[config.mk]
export PLATFORM = sky130hd
export DESIGN_NAME = win_irq_timer
export DESIGN_NICKNAME = d
export VERILOG_FILES = /design/src/rtl/win_irq_timer_pkg.sv /design/src/rtl/win_irq_timer_rst_sync.sv /design/src/rtl/win_irq_timer_ctl.sv /design/src/rtl/win_irq_timer_count.sv /design/src/rtl/win_irq_timer_band.sv /design/src/rtl/win_irq_timer.sv
export SDC_FILE = /design/constraint.sdc
export NUM_CORES = 1
export LEC_CHECK = 0
export BUFFER_PORTS_ARGS = -buffer_cell sky130_fd_sc_hd__buf_2
export CAP_MARGIN = 0
export CORE_AREA = 2 2 40 79
export CTS_CLUSTER_DIAMETER = 200
export DETAILED_ROUTE_END_ITERATION = 16
export DIE_AREA = 0 0 42 81
export PLACE_DENSITY = 0.63
export SLEW_MARGIN = 30
export SYNTH_ARGS = -nofsm -noshare
export SYNTH_HDL_FRONTEND = slang
export SYNTH_HIERARCHICAL = 1
export SYNTH_SLANG_ARGS = --single-unit
[constraint.sdc]
create_clock -name clk -period 0.93 [get_ports clk]
set_clock_uncertainty 0.15 [all_clocks]
set_input_delay 0.0465 -clock clk [delete_from_list [all_inputs] [get_ports clk]]
set_output_delay 0.0465 -clock clk [all_outputs]
set_load 0.02 [all_outputs]
[src/rtl/win_irq_timer_pkg.sv]
package win_irq_timer_pkg;

  localparam int unsigned DEF_CNT_W   = 16;
  localparam int unsigned DEF_DATA_W  = 8;
  localparam int unsigned DEF_STOP_BIT = 2;
  localparam int unsigned DEF_BAND_LO = 23680;
  localparam int unsigned DEF_BAND_HI = 24320;

  typedef enum logic {
    TMR_RUN  = 1'b0,
    TMR_HALT = 1'b1
  } tmr_mode_e;

endpackage

[src/rtl/win_irq_timer_rst_sync.sv]
module win_irq_timer_rst_sync #(
  parameter int unsigned STAGES = 2
) (
  input  logic clk,
  input  logic rst_n,
  output logic rst_sync_n
);

  logic [STAGES-1:0] sync_q;
  logic [STAGES-1:0] sync_d;

  always_comb begin
    sync_d = {sync_q[STAGES-2:0], 1'b1};
  end

  always_ff @(posedge clk or negedge rst_n) begin
    if (!rst_n) begin
      sync_q <= '0;
    end else begin
      sync_q <= sync_d;
    end
  end

  assign rst_sync_n = sync_q[STAGES-1];

endmodule

[src/rtl/win_irq_timer_ctl.sv]
module win_irq_timer_ctl
  import win_irq_timer_pkg::*;
#(
  parameter int unsigned DATA_W   = DEF_DATA_W,
  parameter int unsigned STOP_BIT = DEF_STOP_BIT
) (
  input  logic              clk,
  input  logic              rst_n,
  input  logic              ctl_we,
  input  logic [DATA_W-1:0] ctl_wdata,
  output tmr_mode_e         mode_d,
  output tmr_mode_e         mode_q
);

  logic mode_en;

  always_comb begin
    mode_en = ctl_we;
    mode_d  = mode_q;
    if (mode_en) begin
      mode_d = ctl_wdata[STOP_BIT] ? TMR_HALT : TMR_RUN;
    end
  end

  always_ff @(posedge clk or negedge rst_n) begin
    if (!rst_n) begin
      mode_q <= TMR_HALT;
    end else if (mode_en) begin
      mode_q <= mode_d;
    end
  end

endmodule

[src/rtl/win_irq_timer_count.sv]
module win_irq_timer_count
  import win_irq_timer_pkg::*;
#(
  parameter int unsigned CNT_W = DEF_CNT_W
) (
  input  logic             clk,
  input  logic             rst_n,
  input  tmr_mode_e        mode_d,
  output logic [CNT_W-1:0] cnt_d,
  output logic [CNT_W-1:0] cnt_q
);

  localparam logic [CNT_W-1:0] CNT_ONE = CNT_W'(1);

  logic cnt_en;

  always_comb begin
    cnt_en = (mode_d == TMR_RUN) || (cnt_q != '0);
    if (mode_d == TMR_HALT) begin
      cnt_d = '0;
    end else begin
      cnt_d = cnt_q + CNT_ONE;
    end
  end

  always_ff @(posedge clk or negedge rst_n) begin
    if (!rst_n) begin
      cnt_q <= '0;
    end else if (cnt_en) begin
      cnt_q <= cnt_d;
    end
  end

endmodule

[src/rtl/win_irq_timer_band.sv]
module win_irq_timer_band
  import win_irq_timer_pkg::*;
#(
  parameter int unsigned CNT_W   = DEF_CNT_W,
  parameter int unsigned BAND_LO = DEF_BAND_LO,
  parameter int unsigned BAND_HI = DEF_BAND_HI
) (
  input  logic             clk,
  input  logic             rst_n,
  input  tmr_mode_e        mode_d,
  input  logic [CNT_W-1:0] cnt_d,
  output logic             irq_q
);

  localparam logic [CNT_W-1:0] LO_VAL = CNT_W'(BAND_LO);
  localparam logic [CNT_W-1:0] HI_VAL = CNT_W'(BAND_HI);

  logic hit_lo;
  logic hit_hi;
  logic irq_d;
  logic irq_en;

  always_comb begin
    hit_lo = (cnt_d == LO_VAL);
    hit_hi = (cnt_d == HI_VAL);
    irq_d  = irq_q;
    if (mode_d == TMR_HALT) begin
      irq_d = 1'b0;
    end else if (hit_hi) begin
      irq_d = 1'b0;
    end else if (hit_lo) begin
      irq_d = 1'b1;
    end
    irq_en = (irq_d != irq_q);
  end

  always_ff @(posedge clk or negedge rst_n) begin
    if (!rst_n) begin
      irq_q <= 1'b0;
    end else if (irq_en) begin
      irq_q <= irq_d;
    end
  end

endmodule

[src/rtl/win_irq_timer.sv]
module win_irq_timer
  import win_irq_timer_pkg::*;
#(
  parameter int unsigned CNT_W    = DEF_CNT_W,
  parameter int unsigned DATA_W   = DEF_DATA_W,
  parameter int unsigned STOP_BIT = DEF_STOP_BIT,
  parameter int unsigned BAND_LO  = DEF_BAND_LO,
  parameter int unsigned BAND_HI  = DEF_BAND_HI
) (
  input  logic              clk,
  input  logic              rst_n,
  input  logic              ctl_we,
  input  logic [DATA_W-1:0] ctl_wdata,
  output logic              irq_req
);

  logic             rst_sync_n;
  tmr_mode_e        mode_d;
  tmr_mode_e        mode_q;
  logic             halt_q;
  logic [CNT_W-1:0] cnt_d;
  logic [CNT_W-1:0] cnt_q;

  win_irq_timer_rst_sync #(
    .STAGES (2)
  ) u_rst (
    .clk        (clk),
    .rst_n      (rst_n),
    .rst_sync_n (rst_sync_n)
  );

  win_irq_timer_ctl #(
    .DATA_W   (DATA_W),
    .STOP_BIT (STOP_BIT)
  ) u_ctl (
    .clk       (clk),
    .rst_n     (rst_sync_n),
    .ctl_we    (ctl_we),
    .ctl_wdata (ctl_wdata),
    .mode_d    (mode_d),
    .mode_q    (mode_q)
  );

  win_irq_timer_count #(
    .CNT_W (CNT_W)
  ) u_cnt (
    .clk    (clk),
    .rst_n  (rst_sync_n),
    .mode_d (mode_d),
    .cnt_d  (cnt_d),
    .cnt_q  (cnt_q)
  );

  win_irq_timer_band #(
    .CNT_W   (CNT_W),
    .BAND_LO (BAND_LO),
    .BAND_HI (BAND_HI)
  ) u_band (
    .clk    (clk),
    .rst_n  (rst_sync_n),
    .mode_d (mode_d),
    .cnt_d  (cnt_d),
    .irq_q  (irq_req)
  );

  assign halt_q = (mode_q == TMR_HALT);

endmodule

==> results.json <==
{
  "status": "finished with violations",
  "violations": "negative setup slack",
  "critical_path.max_fanout": 7,
  "yosys_warnings": 6,
  "grt_max_degree": 19,
  "period_share_pct": 244,
  "synthDistinctLibCells": 33,
  "hp-class": "in -> reg",
  "synthFlopType": "dfrtp_1",
  "drtPass1Iterations": 5,
  "antenna_found_initial": 0,
  "p_sw_share_pct": 28.4,
  "r2r_start": "u_cnt/cnt_q[5]",
  "hold_end": "u_ctl/mode_q",
  "cp.required_ns": 0.92,
  "antennaDiodeCount": 0,
  "path_depth": 8,
  "die_h_um": 81,
  "utilization_pct": 73.5,
  "synthArstFlopShare_pct": 100,
  "fillers": 199,
  "overflow": 0,
  "tns_ns": -11.82,
  "cp_data_arrival_time_ns": 2.26,
  "synth_area_um2": 1200,
  "port_buffers": 4,
  "clkTransAtPathRegs_ns": 0.07,
  "cts_buffers": 3,
  "cp_num_buf_inv": 1,
  "cts.path.max_buffers": 2,
  "path_cells": "nand4_4 -> buf_6 -> nor4_4 -> mux2_4 -> nor3b_2 -> nand4_1 -> mux2i_1 -> a21oi_1",
  "nNetsFinal": 201,
  "slowest_delay_ns": 0.40,
  "grt_usage_pct": 19.4,
  "synth_fp_nets": 133,
  "num_rows": 28,
  "p_switching_uw": 714,
  "hold_viol": 0,
  "h-tree-depth": 1,
  "critPathCaptureType": "flop",
  "period_minus_slack_ns": 2.27,
  "power_frac_comb_pct": 33.4,
  "place.gp.congestion": 0.805,
  "power_density_nw_per_um2": 1210,
  "r2r_slack_ns": -1.34,
  "synth_edf_count": 0,
  "clkLatencyLatePin_ns": 0.25,
  "layout-drive-gt1-share_pct": 64.2,
  "dieArea_um2": 3400,
  "setup_viol": 18,
  "ys_ff_latch": 20,
  "cts_tree": "built",
  "synth.area.top_cells": "dfrtp_1 (40%), mux2_2 (7.5%), a21oi_1 (7.1%)",
  "drt-initial-drc-count": 23,
  "reg2reg_depth": 8,
  "r2r_end": "u_band/irq_q",
  "cp_slowest_cell": "dfrtp_1",
  "yosysMostFrequentCell": "dfrtp_1",
  "clockPowerShare_pct": 26.0,
  "num_vias": 1201,
  "synth_top_area_share_pct": 39.6,
  "cts.sinks": 20,
  "avgRoutedWirePerCell_um": 16.3,
  "core_area_um2": 2840,
  "timing.final.ws_setup_ns": -1.34,
  "p_seq_share_pct": 40.6,
  "finalPower_uw": 2520,
  "yosysTopAreaCell": "dfrtp_1",
  "syn_to_final_growth_pct": 73.5,
  "syn_inst": 120,
  "grt_pass1_vias": 1120,
  "fmax_mhz": 440,
  "die_x_um": 42,
  "grt_pass1_wl_um": 5080,
  "worstSetupPathType": "reg -> reg",
  "maxSlewViolCount": 0,
  "seq_area_frac_synth_pct": 41.8,
  "hold_path_depth": 3,
  "hp-start": "ctl_we",
  "yosys-top-cells-count": "dfrtp_1 (19), a21oi_1 (17), nor2_1 (11), mux2_2 (8)",
  "cts-root-buf": "clkbuf_8",
  "post-place-ws_ns": -1.27,
  "p_int_uw": 1800,
  "ir_worst_vdd_mv": 1.28,
  "p_leak_uw": 0.000940,
  "cap_viol_max_count": 0,
  "crit_family": "simple AND/OR/NAND/NOR gates",
  "postRouteAntennaNets": 0,
  "place_inst": 198,
  "avgSynthCellArea_um2": 10.0,
  "routed_via_density": 5.53,
  "worst_setup_path_start_kind": "flop",
  "initial_core_util_pct": 42.3,
  "fin_cells": 217,
  "io_pins": 12,
  "drt-total-wl_um": 3550,
  "rsz0062_at_grt": "yes",
  "drc": 0,
  "hpwl_um": 2110
}
how the worst max path moves through the flow:
stage | startpoint | endpoint | slack (ns)
6_report | u_cnt/cnt_q[5] | u_band/irq_q | -1.34
5_1_grt | u_cnt/cnt_q[5] | u_band/irq_q | -1.42
4_1_cts | u_cnt/cnt_q[9] | u_band/irq_q | -1.23
3_5_place_dp | u_cnt/cnt_q[9] | u_band/irq_q | -1.27
3_3_place_gp | u_cnt/cnt_q[9] | u_band/irq_q | -1.24
2_1_floorplan | u_cnt/cnt_q[4] | u_band/irq_q | -1.19
flip-flops by register name, indices dropped and copies added (netlist names):
| signal | count |
|---|---|
| u_rst/sync_q | 2 |
| u_band/irq_q | 1 |
| u_cnt/cnt_q | 16 |
| u_ctl/mode_q | 1 |
per-stage QoR:
step	hold WS, ns	cell area, um2
2_1_floorplan	-0.399	1260
4_1_cts	-0.00179	1930
5_1_grt	0.0309	2080
3_3_place_gp	-0.318	1640
3_5_place_dp	-0.314	1640
6_report	0.0235	2080
placed cells by master (no fill, tap or decap), drive strengths merged:
master / instances
nand3: 5
buf: 64
mux2: 8
nor2b: 4
and4bb: 1
nand4: 5
dfrtp: 19
a21oi: 17
nor4: 5
nor2: 11
ha: 2
dlygate4sd3: 3
nor3b: 2
clkbuf: 4
conb: 1
nor4b: 3
or3: 4
xor2: 1
o21ai: 5
or4: 4
mux2i: 1
o21bai: 2
nand2: 4
o31ai: 4
dfstp: 1
inv: 5
xnor2: 2
what timing repair did:
item | 4_1_cts | 5_1_grt
gates resized for setup | 36 | 23
endpoints found under the setup margin | 18 | 18
pin swaps | 9 | 14
buffers inserted | 7 | 9
hold endpoints to repair | 3 | 0
hold buffers | 3 | 0
per-layer routing:
layer,share of wire (%),global-route usage [%],vias up,wire length (um)
met5,0,0,-,0
met3,1.6,2.44,6,55
met2,55,34.4,16,1950
met1,41,23.2,599,1470
met4,2.1,8.39,0,76
li1,-,-,580,-
final cells by class:
type,instances,area [um2],area share (%)
Tap cell,30,37.5,1.80
Multi-Input combinational cell,91,886,42.5
Inverter,5,18.8,0.900
Clock buffer,4,55.1,2.64
Timing Repair Buffer,67,577,27.7
Sequential cell,20,510,24.5
worst register-to-register path: stages (launching register included):
cell	delay, ns
dfrtp_1	0.40
nand4_4	0.14
buf_6	0.17
nor4_4	0.32
mux2_4	0.34
nor3b_2	0.21
nand4_1	0.16
mux2i_1	0.19
a21oi_1	0.08
cells by family (layout without fill, tap and decap cells):
kind of cell    after synthesis  after routing  synth area share [%]
flops                        20             20                  41.8
mux                           9              9                  8.33
buf+inv                       9             76                  3.44
fa+ha+maj                     2              2                  2.08
other cells                   1              1                 0.312
simple gates                 48             48                  29.0
xor+xnor                      3              3                  2.19
compound gates               28             28                  12.9
power by group through the flow:
stage,sequential [uW],clock (uW),combinational (uW)
2_1_floorplan,1060,0,284
3_3_place_gp,1030,0,600
3_5_place_dp,1030,0,613
4_1_cts,1020,667,751
5_1_grt,1030,703,901
6_report,1020,654,840
Note: power is estimated with default switching activity, not from simulation.
